`config.mk`:
```
export PLATFORM = sky130hd
export DESIGN_NAME = cfg_xlate_top
export DESIGN_NICKNAME = d
export VERILOG_FILES = /design/src/rtl/cfg_xlate_pkg.sv /design/src/rtl/cfg_lsb_enc.sv /design/src/rtl/cfg_xlate_decode.sv /design/src/rtl/cfg_xlate_ctrl.sv /design/src/rtl/cfg_xlate_top.sv
export SDC_FILE = /design/constraint.sdc
export NUM_CORES = 1
export LEC_CHECK = 0
export BUFFER_PORTS_ARGS = -buffer_cell sky130_fd_sc_hd__buf_2
export CAP_MARGIN = 20
export CORE_AREA = 3 3 105 107
export CTS_BUF_LIST = sky130_fd_sc_hd__clkbuf_2
export DETAILED_ROUTE_END_ITERATION = 12
export DIE_AREA = 0 0 108 110
export PLACE_DENSITY = 0.81
export SLEW_MARGIN = 20
export SYNTH_ARGS = -nofsm -noshare
export SYNTH_HDL_FRONTEND = slang
export SYNTH_HIERARCHICAL = 1
export SYNTH_SLANG_ARGS = --single-unit
```
`constraint.sdc`:
```
create_clock -name clk -period 5.1 [get_ports clk]
set_input_delay 1.02 -clock clk [delete_from_list [all_inputs] [get_ports clk]]
set_output_delay 1.02 -clock clk [all_outputs]
set_load 0.01 [all_outputs]
```
`src/rtl/cfg_xlate_pkg.sv`:
```
// Package: shared constants, state encoding and helper functions of the
// configuration address translator. Assumes a 32-bit intermediate address
// made of two 16-bit halves.
package cfg_xlate_pkg;

    localparam int HALF_W    = 16;
    localparam int DATA_W    = 32;
    localparam int BUS_W     = 8;
    localparam int DEV_W     = 5;
    localparam int FN_W      = 3;
    localparam int SEL_LSB   = 11;
    localparam int SEL_W     = 2 * HALF_W - SEL_LSB;
    localparam int MAP_W     = HALF_W + 1;

    typedef enum logic [1:0] {
        SZ_BYTE = 2'd0,
        SZ_HALF = 2'd1,
        SZ_WORD = 2'd2,
        SZ_RSVD = 2'd3
    } acc_size_e;

    typedef enum logic [2:0] {
        ST_IDLE  = 3'd0,
        ST_CHECK = 3'd1,
        ST_ISSUE = 3'd2,
        ST_WAIT  = 3'd3,
        ST_RESP  = 3'd4
    } xl_state_e;

    // All-ones fill pattern for an access of the given size.
    function automatic logic [DATA_W-1:0] fill_ones(input logic [1:0] sz);
        case (sz)
            SZ_BYTE: return 32'h0000_00FF;
            SZ_HALF: return 32'h0000_FFFF;
            default: return 32'hFFFF_FFFF;
        endcase
    endfunction

    // True when size and byte offset do not form a legal access.
    function automatic logic size_reject(input logic [1:0] sz, input logic [1:0] lane);
        case (sz)
            SZ_BYTE: return 1'b0;
            SZ_HALF: return lane[0];
            SZ_WORD: return |lane;
            default: return 1'b1;
        endcase
    endfunction

endpackage

```
`src/rtl/cfg_lsb_enc.sv`:
```
// Lowest-set-bit encoder. Returns the index of the least significant set
// bit of vec and flags an all-zero input. Assumes OUT_W can hold IN_W-1.
module cfg_lsb_enc #(
    parameter int IN_W  = 21,
    parameter int OUT_W = 5
) (
    input  logic [IN_W-1:0]  vec,
    output logic [OUT_W-1:0] idx,
    output logic             none
);

    logic [IN_W-1:0] below;
    logic [IN_W-1:0] first;

    assign below[0] = 1'b0;

    // Ripple chain: below[i] says some lower bit is already set.
    for (genvar g = 1; g < IN_W; g++) begin : g_chain
        assign below[g] = below[g-1] | vec[g-1];
    end

    assign first = vec & ~below;
    assign none  = ~|vec;

    // Fold the single surviving bit into a binary index.
    always_comb begin
        idx = '0;
        for (int i = 0; i < IN_W; i++) begin
            if (first[i]) idx = idx | OUT_W'(i);
        end
    end

endmodule

```
`src/rtl/cfg_xlate_decode.sv`:
```
// Combinational translation of a latched access into a type-0 request
// word. Assumes inputs are held stable by the controller while in use.
module cfg_xlate_decode
    import cfg_xlate_pkg::*;
(
    input  logic [HALF_W-1:0] lo_addr,
    input  logic [HALF_W-1:0] map_hi,
    input  logic [BUS_W-1:0]  bus,
    input  logic [1:0]        size,
    output logic [DATA_W-1:0] word,
    output logic              sel_none,
    output logic              size_bad
);

    localparam int PAD_W = DATA_W - 1 - BUS_W - DEV_W - SEL_LSB;

    logic [SEL_W-1:0] sel;
    logic [DEV_W-1:0] dev;

    // Slot select spans the mapping half and the top of the CPU offset.
    assign sel = {map_hi, lo_addr[HALF_W-1:SEL_LSB]};

    cfg_lsb_enc #(
        .IN_W  (SEL_W),
        .OUT_W (DEV_W)
    ) u_enc (
        .vec  (sel),
        .idx  (dev),
        .none (sel_none)
    );

    // Request word: enable, padding, bus, device, function, dword index.
    assign word = {1'b1, {PAD_W{1'b0}}, bus, dev,
                   lo_addr[SEL_LSB-1:8], lo_addr[7:2], 2'b00};

    assign size_bad = size_reject(size, lo_addr[1:0]);

endmodule

```
`src/rtl/cfg_xlate_ctrl.sv`:
```
// Access controller: latches one request, decides between issue, block
// and reject, runs the downstream and response handshakes, and pulses the
// status clear after each issued cycle. Assumes one access in flight.
module cfg_xlate_ctrl
    import cfg_xlate_pkg::*;
(
    input  logic              clk,
    input  logic              rst_n,
    input  logic              req_valid,
    output logic              req_ready,
    input  logic              req_write,
    input  logic [1:0]        req_size,
    input  logic [HALF_W-1:0] req_addr,
    input  logic [DATA_W-1:0] req_wdata,
    input  logic [MAP_W-1:0]  req_map,
    input  logic [BUS_W-1:0]  req_bus,
    output logic [HALF_W-1:0] q_addr,
    output logic [HALF_W-1:0] q_map_hi,
    output logic              q_block,
    output logic [BUS_W-1:0]  q_bus,
    output logic [1:0]        q_size,
    input  logic              sel_none,
    input  logic              size_bad,
    output logic              cyc_valid,
    input  logic              cyc_ready,
    output logic              cyc_write,
    output logic [DATA_W-1:0] cyc_wdata,
    input  logic              dn_rvalid,
    input  logic [DATA_W-1:0] dn_rdata,
    output logic              resp_valid,
    input  logic              resp_ready,
    output logic [DATA_W-1:0] resp_rdata,
    output logic              resp_err,
    output logic              stat_clr
);

    xl_state_e         st;
    logic              q_write;
    logic [DATA_W-1:0] q_wdata;
    logic [DATA_W-1:0] rsp_data;
    logic              rsp_err;
    logic              clr_q;

    assign req_ready  = (st == ST_IDLE);
    assign cyc_valid  = (st == ST_ISSUE);
    assign resp_valid = (st == ST_RESP);
    assign cyc_write  = q_write;
    assign cyc_wdata  = q_wdata;
    assign resp_rdata = rsp_data;
    assign resp_err   = rsp_err;
    assign stat_clr   = clr_q;

    // Sequencer and request/response registers.
    always_ff @(posedge clk) begin
        if (!rst_n) begin
            st       <= ST_IDLE;
            q_write  <= 1'b0;
            q_size   <= '0;
            q_addr   <= '0;
            q_map_hi <= '0;
            q_block  <= 1'b0;
            q_bus    <= '0;
            q_wdata  <= '0;
            rsp_data <= '0;
            rsp_err  <= 1'b0;
            clr_q    <= 1'b0;
        end else begin
            clr_q <= 1'b0;
            case (st)
                ST_IDLE: begin
                    if (req_valid) begin
                        q_write  <= req_write;
                        q_size   <= req_size;
                        q_addr   <= req_addr;
                        q_map_hi <= req_map[HALF_W-1:0];
                        q_block  <= req_map[HALF_W];
                        q_bus    <= req_bus;
                        q_wdata  <= req_wdata;
                        st       <= ST_CHECK;
                    end
                end
                ST_CHECK: begin
                    if (q_block) begin
                        rsp_data <= q_write ? '0 : fill_ones(q_size);
                        rsp_err  <= 1'b0;
                        st       <= ST_RESP;
                    end else if (sel_none || size_bad) begin
                        rsp_data <= q_write ? '0 : fill_ones(q_size);
                        rsp_err  <= 1'b1;
                        st       <= ST_RESP;
                    end else begin
                        st <= ST_ISSUE;
                    end
                end
                ST_ISSUE: begin
                    if (cyc_ready) begin
                        clr_q <= 1'b1;
                        if (q_write) begin
                            rsp_data <= '0;
                            rsp_err  <= 1'b0;
                            st       <= ST_RESP;
                        end else begin
                            st <= ST_WAIT;
                        end
                    end
                end
                ST_WAIT: begin
                    if (dn_rvalid) begin
                        rsp_data <= dn_rdata & fill_ones(q_size);
                        rsp_err  <= 1'b0;
                        st       <= ST_RESP;
                    end
                end
                ST_RESP: begin
                    if (resp_ready) st <= ST_IDLE;
                end
                default: st <= ST_IDLE;
            endcase
        end
    end

    AST_ONE_OUTSTANDING: assert property (@(posedge clk) disable iff (!rst_n)
        req_ready |-> (!cyc_valid && !resp_valid));
    AST_RESP_HOLD: assert property (@(posedge clk) disable iff (!rst_n)
        (resp_valid && !resp_ready) |=> (resp_valid && $stable(resp_rdata) && $stable(resp_err)));
    AST_CLR_AFTER_ISSUE: assert property (@(posedge clk) disable iff (!rst_n)
        stat_clr |-> $past(cyc_valid && cyc_ready));
    AST_ISSUE_ONE_CLR: assert property (@(posedge clk) disable iff (!rst_n)
        (cyc_valid && cyc_ready) |=> (stat_clr && !cyc_valid));

endmodule

```
`src/rtl/cfg_xlate_top.sv`:
```
// Top of the configuration address translator: ties the controller to the
// decode path and exposes the CPU, downstream and status-clear ports.
// Assumes the mapping word and bus number are valid while req_valid is high.
module cfg_xlate_top
    import cfg_xlate_pkg::*;
(
    input  logic              clk,
    input  logic              rst_n,
    input  logic              req_valid,
    output logic              req_ready,
    input  logic              req_write,
    input  logic [1:0]        req_size,
    input  logic [15:0]       req_addr,
    input  logic [31:0]       req_wdata,
    input  logic [16:0]       map_cfg,
    input  logic [7:0]        bus_num,
    output logic              resp_valid,
    input  logic              resp_ready,
    output logic [31:0]       resp_rdata,
    output logic              resp_err,
    output logic              cyc_valid,
    input  logic              cyc_ready,
    output logic [31:0]       cyc_addr,
    output logic              cyc_write,
    output logic [1:0]        cyc_size,
    output logic [1:0]        cyc_lane,
    output logic [31:0]       cyc_wdata,
    input  logic              dn_rvalid,
    input  logic [31:0]       dn_rdata,
    output logic              stat_clr
);

    logic [HALF_W-1:0] q_addr;
    logic [HALF_W-1:0] q_map_hi;
    logic              q_block;
    logic [BUS_W-1:0]  q_bus;
    logic [1:0]        q_size;
    logic              sel_none;
    logic              size_bad;
    logic [31:0]       sel_wide;

    cfg_xlate_ctrl u_ctrl (
        .clk        (clk),
        .rst_n      (rst_n),
        .req_valid  (req_valid),
        .req_ready  (req_ready),
        .req_write  (req_write),
        .req_size   (req_size),
        .req_addr   (req_addr),
        .req_wdata  (req_wdata),
        .req_map    (map_cfg),
        .req_bus    (bus_num),
        .q_addr     (q_addr),
        .q_map_hi   (q_map_hi),
        .q_block    (q_block),
        .q_bus      (q_bus),
        .q_size     (q_size),
        .sel_none   (sel_none),
        .size_bad   (size_bad),
        .cyc_valid  (cyc_valid),
        .cyc_ready  (cyc_ready),
        .cyc_write  (cyc_write),
        .cyc_wdata  (cyc_wdata),
        .dn_rvalid  (dn_rvalid),
        .dn_rdata   (dn_rdata),
        .resp_valid (resp_valid),
        .resp_ready (resp_ready),
        .resp_rdata (resp_rdata),
        .resp_err   (resp_err),
        .stat_clr   (stat_clr)
    );

    cfg_xlate_decode u_dec (
        .lo_addr  (q_addr),
        .map_hi   (q_map_hi),
        .bus      (q_bus),
        .size     (q_size),
        .word     (cyc_addr),
        .sel_none (sel_none),
        .size_bad (size_bad)
    );

    assign cyc_size = q_size;
    assign cyc_lane = q_addr[1:0];

    // Zero-extended slot select used by the encoder checks below.
    assign sel_wide = {11'b0, q_map_hi, q_addr[HALF_W-1:SEL_LSB]};

    AST_DEV_HITS_SET_BIT: assert property (@(posedge clk) disable iff (!rst_n)
        cyc_valid |-> sel_wide[cyc_addr[15:11]]);
    AST_DEV_IS_LOWEST: assert property (@(posedge clk) disable iff (!rst_n)
        cyc_valid |-> ((sel_wide & ((32'd1 << cyc_addr[15:11]) - 32'd1)) == 32'd0));
    AST_NO_CYCLE_BLOCKED: assert property (@(posedge clk) disable iff (!rst_n)
        cyc_valid |-> !q_block);
    AST_CYC_HOLD: assert property (@(posedge clk) disable iff (!rst_n)
        (cyc_valid && !cyc_ready) |=> (cyc_valid && $stable(cyc_addr) && $stable(cyc_wdata)));
    AST_BYTE_UPPER_ZERO: assert property (@(posedge clk) disable iff (!rst_n)
        (resp_valid && q_size == SZ_BYTE) |-> (resp_rdata[31:8] == 24'd0));
    AST_ERR_NO_CYCLE: assert property (@(posedge clk) disable iff (!rst_n)
        (resp_valid && resp_err) |-> !$past(stat_clr));

endmodule

```
# Word-level counts from Yosys, hierarchy flattened
# Index checks and enable logic that the tools add are counted.
# Widths: inputs -> output; s select.
# classes
eq_ne	12
n_mux	47
bitwise_logic	22
reduce_logical	11
# op_table
operator	n
$mux 32	9
$pmux 32 s3	1
$pmux 32 s2	1
$mux 3	11
$and 32x32->32	1
$mux 4	8
$mux 5	5
$and 21x21->21	1
$not 21->21	1
$reduce_or 21->1	1
$or 1x1->1	19
$pmux 3 s5	1
$mux 1	7
$eq 3x2->1 const B	2
$ne 2x1->1 const B	3
$pmux 1 s3	2
$reduce_and 5->1	1
$mux 2	2
$ne 2x2->1 const B	2
$reduce_and 2->1	2
$reduce_and 4->1	1
$eq 3x1->1 const B	1
$eq 3x3->1 const B	1
$logic_not 3->1	1
8 further kinds	8
# totals
reg_bits	113
in_bits	114
output_inout_bits	106
wordCells	103

# Longest topological paths before layout
# Gate-level depths: netlist (run 1).
# depth
ltp_word	41
depth_mapped	10
depth_no_buf	8

# By module
# Netlist (run 1), hierarchy kept.
# modules_own_cells
mod	n_inst	cells_each	area_per_inst_um2	seq_area_each_um2
cfg_xlate_ctrl	1	518	4554.4	2262.2
cfg_lsb_enc	1	43	284.0	0.0
cfg_xlate_decode	1	32	224.0	0.0

# Worst setup path before layout (run 1)
# No wires, ideal clock.
# synth_path
path_kind	reg2reg
start	register u_ctrl.q_map_hi[3]
end	register u_ctrl.rsp_data[10], in the netlist u_ctrl/resp_rdata[10]
setup_time_ps	119
arrival_time_ps	2413
required_ps	4981
setup_slack_ps	2568
path_stages_with_launch	10
n_path_buf	1
period_less_slack_ps	2532
path_cell_list	dfxtp_1 or4_4 nor3_4 nand4_2 nor3_1 nor4_4 a32oi_2 buf_2 o311ai_2 o221a_1
# synth_via
elab_chain_len	5
# synth_rtl
element	line	rtl
start: declaration	cfg_xlate_ctrl.sv:18	output logic [HALF_W-1:0] q_map_hi,
start signal: assignment	cfg_xlate_ctrl.sv:75	q_map_hi <= req_map[HALF_W-1:0];
$reduce_or 21->1	cfg_lsb_enc.sv:23	assign none = ~|vec;
$logic_not 1->1	cfg_lsb_enc.sv:23	
named net sel_none	cfg_xlate_top.sv:38	logic sel_none;
$logic_or 1x1->1	cfg_xlate_ctrl.sv:87	end else if (sel_none || size_bad) begin
$ne 3x1->1 (no source line)	--	
$reduce_and 5->1 (no source line)	--	
end signal: assignment	cfg_xlate_ctrl.sv:84	rsp_data <= q_write ? '0 : fill_ones(q_size);
end signal: assignment	cfg_xlate_ctrl.sv:88	rsp_data <= q_write ? '0 : fill_ones(q_size);
end signal: assignment	cfg_xlate_ctrl.sv:109	rsp_data <= dn_rdata & fill_ones(q_size);
end: declaration	cfg_xlate_ctrl.sv:40	logic [DATA_W-1:0] rsp_data;
# The timed path passes the listed nets, and every way through them passes these cells.
# A chain may end at the register's enable or synchronous reset.

# Worst setup path after layout (run 1)
# layout_path
start	register u_ctrl.q_map_hi[3]
end	output cyc_addr[13]
# layout_via
elab_chain_len	15
elab_cells_between_ends	23
cone_classes	mux: 9; bitwise: 14
# layout_rtl
element	line	rtl
$or 1x1->1 (*) (4 in series)	cfg_lsb_enc.sv:19	assign below[g] = below[g-1] | vec[g-1];
$not 21->21 (*)	cfg_lsb_enc.sv:22	assign first = vec & ~below;
$and 21x21->21 (*)	cfg_lsb_enc.sv:22	
$mux 4, or another cell as far along (3 in series)	cfg_lsb_enc.sv:29	if (first[i]) idx = idx | OUT_W'(i);
$mux 4 or $or 1x1->1 (tied branches)	cfg_lsb_enc.sv:29, cfg_lsb_enc.sv:19	
$mux 5 or $or 1x1->1 (tied branches) (2 in series)	cfg_lsb_enc.sv:29, cfg_lsb_enc.sv:19	
$mux 5 or $not 21->21 (tied branches)	cfg_lsb_enc.sv:29, cfg_lsb_enc.sv:22	
$mux 5 or $and 21x21->21 (tied branches)	cfg_lsb_enc.sv:29, cfg_lsb_enc.sv:22	
$mux 5 (*)	cfg_lsb_enc.sv:29	
end: declaration	cfg_xlate_top.sv:23	output logic [31:0] cyc_addr,
# Every way passes the cells marked *; elsewhere a longest branch is shown, timed or not.

==> impl_metrics.toml, run 1 <==
[layout]
drive_above_1_share = 0.3364
regArea_mm2 = 0.002262
syn_to_final_growth_pct = 20.91
final_area_mm2 = 0.006121
fillCellCount = 912
fin_nets = 874
antenna_cells = 0
multi_input_area_mm2 = 0.002362

[clock_network]
clockRootBuffer = "clkbuf_2"
h-tree-depth = 4
clock-sinks = 113
clock_latency_ns = 0.61
post-cts-setup-buffers = 0
ctsResizeCount = 0
postCtsHoldBufs = 0
cts_tree = "yes"
cts_buffers = 17
clock_path_buffers = 2
clkTransAtPathRegs_ns = 0.17

[synth]
ys_types = 48
synth_most_common_cell = "nand2_1"
yosys_warnings = 6
synth-seq-cells = 113
synth_area_leaders = "dfxtp_1 45%, nand2_1 13%, a21boi_0 11%"
synth_edf_count = 0
synth_top_flop_cell = "dfxtp_1"
syn_inst = 593
synth-seq-area-share = 0.4469
synth_top_cell_by_area = "dfxtp_1"
synth_area_mm2 = 0.005062
avgSynthCellArea_um2 = 8.537
synth_top_area_share = 0.4469
ys_async_sr_fraction = 0
ys_top_cells_by_count = "174 x nand2_1, 113 x dfxtp_1, 71 x a21boi_0"

[outcome]
status = "completed"

[power]
sw_frac_of_total = 0.3791
power_frac_comb = 0.338
power_mw = 2.549
internal_power_mw = 1.583
p_leak_nw = 2.743
p_seq_frac = 0.449
clock_power_share = 0.213
power_density_mw_per_mm2 = 416.5
vdd_drop_max_v = 0.0002146
power_switching_uw = 966.3

[floorplan]
dieHeight_um = 110
start_util = 0.4948
num_rows = 37
ioPinCount = 220
core-area_mm2 = 0.01023
fp.dieArea_mm2 = 0.01188
fp.dieW_um = 108

[setup_path]
crit_path_top_delay_cell = "or4_4"
crit_required_ns = 4.08
worstSetupPathType = "flip-flop to output pin"
cp_slowest_stage_delay_ns = 0.58
cp_max_fo = 4
r2r_cells = 9
worstPathCellList = "or4_4 > nor3_4 > nand4_2 > o31ai_2 > buf_2"
timing.rr.start = "u_ctrl/q_map_hi[3]"
timing.rr.end = "u_ctrl/resp_rdata[24]"
cp_data_arrival_time_ns = 2.36
endpoint_kind = "output pin"
rrSetupSlack_ns = 1.94
critPathLaunch = "u_ctrl/q_map_hi[3]"
startpoint_type = "flip-flop"

[place]
gp_congestion = 0.8175
dp_hpwl_um = 9159
dpl_cell_area_mm2 = 0.005907
io_buffer_count = 209

[timing]
slew-limit-headroom = 0.3676
max_freq_ghz = 0.2959
rsz0062_at_grt = "no"
skew_ns = 0.01852
slew_violations = 0
min_period_over_period = 0.6626
tns_ns = 0
hold_viol_final = 0
max_slew.worst_pin.slew_ns = 0.9486
setup_violations = 0
min_period_ns = 3.379

[routing]
first_iter_violations = 349
wl_um = 13190
drc = 0
routedWlPerCell_um = 14.51
first_pass_iters = 7
num_vias = 4740
antenna_left = 0
vias_per_cell = 5.215

[worst_hold_path]
hp-class = "flip-flop to flip-flop"
whs_endpoint = "u_ctrl/resp_rdata[30]"
holdPathStages = 2
hold_path_startpoint = "u_ctrl/resp_rdata[30]"

[global_routing]
grtUsageTotal = 0.2164
grt_pass1_vias = 4477
grt_pass1_wl_um = 20500
gr-total-overflow = 0
antenna_found_initial = 1
grt_max_degree = 77

[job]
maxCapViolCount = 0
## worst max-delay path, delay by kind of cell, from the launching register on
kind,cells,cell delay (ns)
buf+inv,1,0.18
compound gates,1,0.28
simple gates,3,0.93
flops,1,0.36
## metrics by stage
step / worst slack, ns / utilization / instances / hold slack, ns
2_1_floorplan: 2.568 / - / 601 / 0.4354
3_3_place_gp: 1.745 / 0.5774 / 877 / 0.4384
3_5_place_dp: 1.543 / 0.5774 / 877 / 0.4446
4_1_cts: 1.535 / 0.5981 / 909 / 0.4645
5_1_grt: 1.551 / 0.5983 / 909 / 0.4856
6_report: 1.721 / 0.5983 / 909 / 0.4648
## state kept, by name (all words and copies together), names as in the netlist
name	count
u_ctrl/q_bus	8
u_ctrl/resp_rdata	32
u_ctrl/st	3
u_ctrl/resp_err	1
u_ctrl/cyc_wdata	32
u_ctrl/q_size	2
u_ctrl/q_addr	16
u_ctrl/q_map_hi	16
u_ctrl/stat_clr	1
u_ctrl/cyc_write	1
u_ctrl/q_block	1
## layout by cell type (no fill, tap or decap), types with 4 or more instances in the layout
| master | synthesis | layout |
|---|---|---|
| buf_2 | 12 | 209 |
| and2_1 | 19 | 17 |
| o21ai_0 | 15 | 15 |
| o221a_2 | 4 | 4 |
| nand2_1 | 174 | 173 |
| nor2_1 | 8 | 8 |
| clkinv_1 | 0 | 4 |
| a21boi_0 | 71 | 71 |
| nand4_1 | 16 | 16 |
| a21oi_1 | 7 | 7 |
| inv_1 | 6 | 6 |
| o2bb2ai_1 | 16 | 16 |
| dfxtp_1 | 113 | 113 |
| conb_1 | 2 | 10 |
| clkbuf_2 | 0 | 18 |
| nor3_1 | 8 | 8 |
| a21boi_1 | 6 | 6 |
| o221a_1 | 12 | 12 |
| clkinv_2 | 0 | 5 |
| buf_4 | 33 | 6 |
## cell type report
| class | instances | area share |
|---|---|---|
| Clock buffer | 18 | 0.01472 |
| Multi-Input combinational cell | 407 | 0.3859 |
| Tap cell | 136 | 0.02780 |
| Clock inverter | 14 | 0.02003 |
| Timing Repair Buffer | 215 | 0.1783 |
| Inverter | 6 | 0.003679 |
| Sequential cell | 113 | 0.3696 |
## layer usage
metal,vias to the layer above,share of wire,global-route usage
li1,2323,-,-
met1,2169,0.40,0.2600
met2,219,0.48,0.3623
met3,27,0.090,0.06465
met4,2,0.021,0.09107
met5,-,0.00053,0
## power by group through the flow
stage | clock [mW] | sequential, mW | combinational [mW]
final | 0.543 | 1.14 | 0.862
after global routing | 0.602 | 1.17 | 0.959
after floorplan | 0 | 1.17 | 0.609
after global placement | 0 | 1.15 | 0.835
after CTS | 0.560 | 1.14 | 0.863
after detailed placement | 0 | 1.16 | 0.863
## logic make-up after synthesis
| family | share of synthesized area |
|---|---|
| simple gates | 0.2261 |
| flops | 0.4469 |
| compound gates | 0.2281 |
| other cells | 0.001483 |
| buf+inv | 0.09342 |
| mux | 0.003955 |
## worst max path at each step
stage	end	slack [ns]	cells after the start
floorplan	u_ctrl/resp_rdata[10]	2.57	9
global placement	u_ctrl/resp_rdata[0]	1.74	9
detailed placement	u_ctrl/resp_rdata[24]	1.54	9
CTS	u_ctrl/resp_rdata[24]	1.54	9
global route	cyc_addr[13]	1.55	5
finish	cyc_addr[13]	1.72	5
Note: power is estimated with default switching activity, not from simulation.
==> inputs of run 2 (changes only) <==
--- a/config.mk
+++ b/config.mk
@@ -5,12 +5,13 @@
 export SDC_FILE = /design/constraint.sdc
 export NUM_CORES = 1
 export LEC_CHECK = 0
+export ABC_AREA = 1
 export BUFFER_PORTS_ARGS = -buffer_cell sky130_fd_sc_hd__buf_2
 export CAP_MARGIN = 20
-export CORE_AREA = 3 3 105 107
+export CORE_AREA = 3 3 107 109
 export CTS_BUF_LIST = sky130_fd_sc_hd__clkbuf_2
 export DETAILED_ROUTE_END_ITERATION = 12
-export DIE_AREA = 0 0 108 110
+export DIE_AREA = 0 0 110 112
 export PLACE_DENSITY = 0.81
 export SLEW_MARGIN = 20
 export SYNTH_ARGS = -nofsm -noshare
==> constraint.sdc (replaced) <==
create_clock -name clk -period 3.2 [get_ports clk]
set_input_delay 0.64 -clock clk [delete_from_list [all_inputs] [get_ports clk]]
set_output_delay 0.64 -clock clk [all_outputs]
set_load 0.01 [all_outputs]
==> impl_metrics.toml, run 2 <==
[layout]
syn_to_final_growth_pct = 20.18
fin_nets = 1049
final_cell_mix = "211 x nand2_1, 209 x buf_2, 113 x dfxtp_1, 104 x nand3_1, 87 x nor2_1"
drive_above_1_share = 0.2819
final_common_cell = "nand2_1"
antenna_cells = 0

[floorplan]
start_util = 0.4915
dieHeight_um = 112
core-area_mm2 = 0.01070
ioPinCount = 220
num_rows = 38
fp.dieW_um = 110
fp.dieArea_mm2 = 0.01232

[clock_network]
cts_buffers = 17
postCtsHoldBufs = 0
h-tree-depth = 4
post-cts-setup-buffers = 0
clock_path_buffers = 2
cts_tree = "yes"
clock_latency_ns = 0.63
clockRootBuffer = "clkbuf_2"
ctsResizeCount = 0
clock-sinks = 113
clkTransAtPathRegs_ns = 0.18

[setup_path]
timing.rr.start = "u_ctrl/q_map_hi[5]"
endpoint_kind = "output pin"
cp_max_fo = 3
rrSetupSlack_ns = 0.65
r2r_cells = 14
cp_slowest_stage_delay_ns = 0.36
crit_required_ns = 2.56
crit_path_top_delay_cell = "dfxtp_1"
startpoint_type = "flip-flop"
worstPathCellList = "nor2_1 > nand2_1 > nor2_2 > nand2_4 > nor2_4 > nand3b_1 > nand3_1 > buf_2"
timing.rr.end = "u_ctrl/resp_rdata[14]"
cp_data_arrival_time_ns = 1.97
worstSetupPathType = "flip-flop to output pin"

[power]
clock_power_share = 0.149
sw_frac_of_total = 0.4478
power_frac_comb = 0.473
p_leak_nw = 3.334
p_seq_frac = 0.378
power_switching_mw = 2.400
vdd_drop_max_v = 0.0003889
power_mw = 5.360
power_density_mw_per_mm2 = 848.3
internal_power_mw = 2.960

[worst_hold_path]
hp-class = "input pin to flip-flop"
whs_endpoint = "u_ctrl/q_map_hi[5]"
holdPathStages = 3
hold_path_startpoint = "map_cfg[5]"

[timing]
setup_violations = 0
rsz0062_at_grt = "no"
slew_violations = 0
min_period_ns = 2.611
skew_ns = 0.03256
max_slew.worst_pin.slew_ns = 0.8146
slew-limit-headroom = 0.4550
hold_viol_final = 0
tns_ns = 0
max_freq_ghz = 0.3830
min_period_over_period = 0.8159
setup_slack_ns = 0.5891

[routing]
wl_met2_um = 6415
drc = 0
wl_met3_um = 1284
antenna_left = 0
vias_per_cell = 4.868
drt-met1-wl_um = 5797
num_vias = 5292
wl_um = 13880
routed.top_layer = "met5"
first_pass_iters = 5
first_iter_violations = 315
routedWlPerCell_um = 12.77

[global_routing]
grt_pass1_wl_um = 22170
gr-total-overflow = 0
antenna_found_initial = 1
grt_max_degree = 76
grt_pass1_vias = 4867
grtUsageTotal = 0.2237

[synth]
synth_edf_count = 0
ys_top_cells_by_count = "211 x nand2_1, 113 x dfxtp_1, 104 x nand3_1"
synth_area_leaders = "dfxtp_1 43%, nand2_1 15%, nand3_1 9.9%"
synth-seq-cells = 113
ys_async_sr_fraction = 0
synth-seq-area-share = 0.4303
synth_top_cell_by_area = "dfxtp_1"
synth_top_flop_cell = "dfxtp_1"
synth_top_area_share = 0.4303
synth_area_mm2 = 0.005258
yosys_warnings = 6
ys_types = 30
avgSynthCellArea_um2 = 6.864
synth_most_common_cell = "nand2_1"
syn_inst = 766

[job]
maxCapViolCount = 0

[place]
pre_cts_slack_ns = 0.7020
io_buffer_count = 209
gp_congestion = 0.8145
dp_hpwl_um = 9762

[outcome]
status = "completed"
## run 2: worst max path at each step
stage | start | to | slack (ns) | depth (start not counted)
after floorplan | u_ctrl/q_addr[12] | u_ctrl/resp_rdata[18] | 1.44 | 14
after global placement | u_ctrl/q_addr[12] | u_ctrl/resp_rdata[16] | 0.77 | 13
after CTS | u_ctrl/q_map_hi[5] | cyc_addr[11] | 0.53 | 8
final | u_ctrl/q_map_hi[5] | cyc_addr[11] | 0.59 | 8
after global routing | u_ctrl/q_map_hi[7] | u_ctrl/resp_rdata[12] | 0.32 | 14
after detailed placement | u_ctrl/q_addr[15] | u_ctrl/resp_rdata[15] | 0.70 | 14
## run 2: logic make-up after synthesis
family | share of synthesized area
other | 0.001428
AO/OA/AOI/OAI | 0.08591
AND/OR/NAND/NOR | 0.3529
flip-flops | 0.4303
buffers and inverters | 0.1295
## run 2: final cells by class
class                      instances  area [µm²]
clock inverter                    13       97.59
sequential                       113        2262
multi-input combinational        529        2345
clock buffer                      18       90.09
timing repair buffer             218        1139
tap                              140       175.2
inverter                          56       210.2
fill                            1069        4379
## run 2: power groups by stage
stage	Combinational, mW	Clock, mW	Sequential, mW
3_5_place_dp	2.54	0	2.06
5_1_grt	2.89	0.890	2.08
3_3_place_gp	2.51	0	2.05
2_1_floorplan	1.82	0	2.16
4_1_cts	2.56	0.826	2.03
6_report	2.53	0.798	2.03
## run 2: worst max-delay path, delay by kind of cell, from the launching register on
kind | cells | cell delay (ns)
and+or+nand+nor | 7 | 0.86
DFF | 1 | 0.36
buffers and inverters | 1 | 0.13
## run 2: per-layer routing
layer  global-route usage  vias up
li1                     -     2727
met1               0.2790     2317
met2               0.3475      214
met3              0.08174       32
met4              0.09061        2
met5                    0        -
## run 2: metrics by stage
step,util,std cells,cell area (µm²),hold slack [ns]
after global routing,0.5906,1087,6319,0.1735
after floorplan,-,774,5288,0.4405
after detailed placement,0.5731,1056,6131,0.4486
after global placement,0.5731,1056,6131,0.4449
final,0.5906,1087,6319,0.2500
after CTS,0.5906,1087,6319,0.1824
==> inputs of run 3 (changes only) <==
==> constraint.sdc (replaced) <==
create_clock -name clk -period 2.45 [get_ports clk]
set_input_delay 0.49 -clock clk [delete_from_list [all_inputs] [get_ports clk]]
set_output_delay 0.49 -clock clk [all_outputs]
set_load 0.01 [all_outputs]
==> impl_metrics.toml, run 3 (synthesis results as in run 2) <==
[place]
dpl_cell_area_mm2 = 0.006166
dp_hpwl_um = 9771
io_buffer_count = 209
place_inst = 1059
gp_congestion = 0.8499

[power]
clock_power_share = 0.169
power_switching_mw = 3.232
power_mw = 7.446
power_density_mw_per_mm2 = 1139
sw_frac_of_total = 0.4341
power_frac_comb = 0.472
p_leak_nw = 3.442
p_seq_frac = 0.358
internal_power_mw = 4.214
vdd_drop_max_v = 0.0004866

[setup_path]
worstPathCellList = "nor2_4 > nand2_4 > nor2_8 > nand2_4 > nor2_4 > nand3_1 > nand3_2 > buf_2"
critPathLaunch = "u_ctrl/q_addr[11]"
endpoint_kind = "output pin"
rrSetupSlack_ns = 0.43
critPathBufInv = 1
worstSetupPathType = "flip-flop to output pin"
cp_max_fo = 7
timing.rr.start = "u_ctrl/q_addr[11]"
cpLargestDelayFamily = "simple AND/OR/NAND/NOR gates"
crit_path_top_delay_cell = "dfxtp_2"
cp_data_arrival_time_ns = 1.88
r2r_cells = 15
cp.depth = 8
crit_required_ns = 1.96
timing.rr.end = "u_ctrl/resp_rdata[4]"
critPathCapture = "cyc_addr[13]"
startpoint_type = "flip-flop"
cp_slowest_stage_delay_ns = 0.38

[clock_network]
clkTransAtPathRegs_ns = 0.19
cts_tree = "yes"
clock_path_buffers = 2
clock_latency_ns = 0.61
cts_buffers = 17
clock-sinks = 113
clockRootBuffer = "clkbuf_2"
h-tree-depth = 4

[layout]
final_cell_mix = "210 x nand2_1, 209 x buf_2, 104 x dfxtp_1, 103 x nand3_1, 82 x nor2_1"
antenna_cells = 0
fillCellCount = 1062
final_area_mm2 = 0.006536
syn_to_final_growth_pct = 24.32
final_cells = 1099
drive_above_1_share = 0.3076
final_common_cell = "nand2_1"
regArea_mm2 = 0.002276
fin_util = 0.6110
multi_input_area_mm2 = 0.002395
fin_nets = 1061

[global_routing]
grtUsageTotal = 0.2292
grt_pass1_wl_um = 22770
gr-total-overflow = 0
antenna_found_initial = 1
grt_max_degree = 79
grt_pass1_vias = 4924

[timing]
min_period_ns = 2.372
max_freq_ghz = 0.4216
skew_ns = 0.04192
slew_violations = 0
rsz0062_at_grt = "yes"
setup_violations = 0
max_slew.worst_pin.slew_ns = 0.5139
tns_ns = 0
min_period_over_period = 0.9682
slew-limit-headroom = 0.6562
hold_viol_final = 0

[routing]
first_iter_violations = 338
num_vias = 5365
wl_um = 14180
drc = 0
first_pass_iters = 8
vias_per_cell = 4.882
antenna_left = 0
routedWlPerCell_um = 12.91

[floorplan]
fp.dieArea_mm2 = 0.01232
dieHeight_um = 112
start_util = 0.4915
num_rows = 38
ioPinCount = 220
core-area_mm2 = 0.01070
fp.dieW_um = 110

[worst_hold_path]
hold_path_startpoint = "map_cfg[7]"
hp-class = "input pin to flip-flop"

[outcome]
status = "completed"

[job]
maxCapViolCount = 0
[run 3: per-stage QoR]
step	hold slack (ns)	worst slack (ns)
after global placement	0.4441	0.5609
after global routing	0.02952	-0.1338
after CTS	0.04585	-0.005596
after floorplan	0.4405	0.6884
final	0.1120	0.07800
after detailed placement	0.4496	0.5037
[run 3: power by group through the flow]
stage                     Clock [mW]  Combinational, mW  Sequential (mW)
after global placement             0               3.30             2.68
after CTS                       1.30               3.44             2.66
after global routing            1.39               3.99             2.73
after floorplan                    0               2.37             2.82
after detailed placement           0               3.36             2.69
final                           1.26               3.52             2.67
[run 3: what timing repair did]
item,4_1_cts,5_1_grt
pin swaps,5,6
hold buffers,0,0
gates cloned,0,0
buffers inserted,7,2
gates resized for setup,14,10
setup endpoints to repair,3,4
[run 3: worst min-delay path by stage]
stage / endpoint / cells after the start
2_1_floorplan: u_ctrl/q_addr[2] / 2
3_3_place_gp: u_ctrl/cyc_wdata[23] / 2
3_5_place_dp: u_ctrl/cyc_wdata[10] / 2
4_1_cts: u_ctrl/q_map_hi[2] / 3
5_1_grt: u_ctrl/cyc_wdata[18] / 3
6_report: u_ctrl/q_map_hi[7] / 3
[run 3: cell type report]
class | count | area share
tap | 140 | 0.02680
sequential | 113 | 0.3482
inverter | 56 | 0.03216
multi-input combinational | 529 | 0.3664
clock buffer | 18 | 0.01378
clock inverter | 13 | 0.02221
timing repair buffer | 230 | 0.1905
[run 3: tightest hold or removal path, stage by stage]
cell     delay (ns)
buf_2          0.10
nand3_1        0.07
a21oi_1        0.06
[run 3: metal layers]
| metal | global-route usage | share of wire | up-vias | wire length [µm] |
|---|---|---|---|---|
| met2 | 0.3633 | 0.46 | 205 | 6580 |
| met3 | 0.07304 | 0.085 | 23 | 1199 |
| met5 | 0 | 0.00049 | - | 7 |
| li1 | - | - | 2747 | - |
| met1 | 0.2943 | 0.43 | 2388 | 6114 |
| met4 | 0.07398 | 0.020 | 2 | 281 |
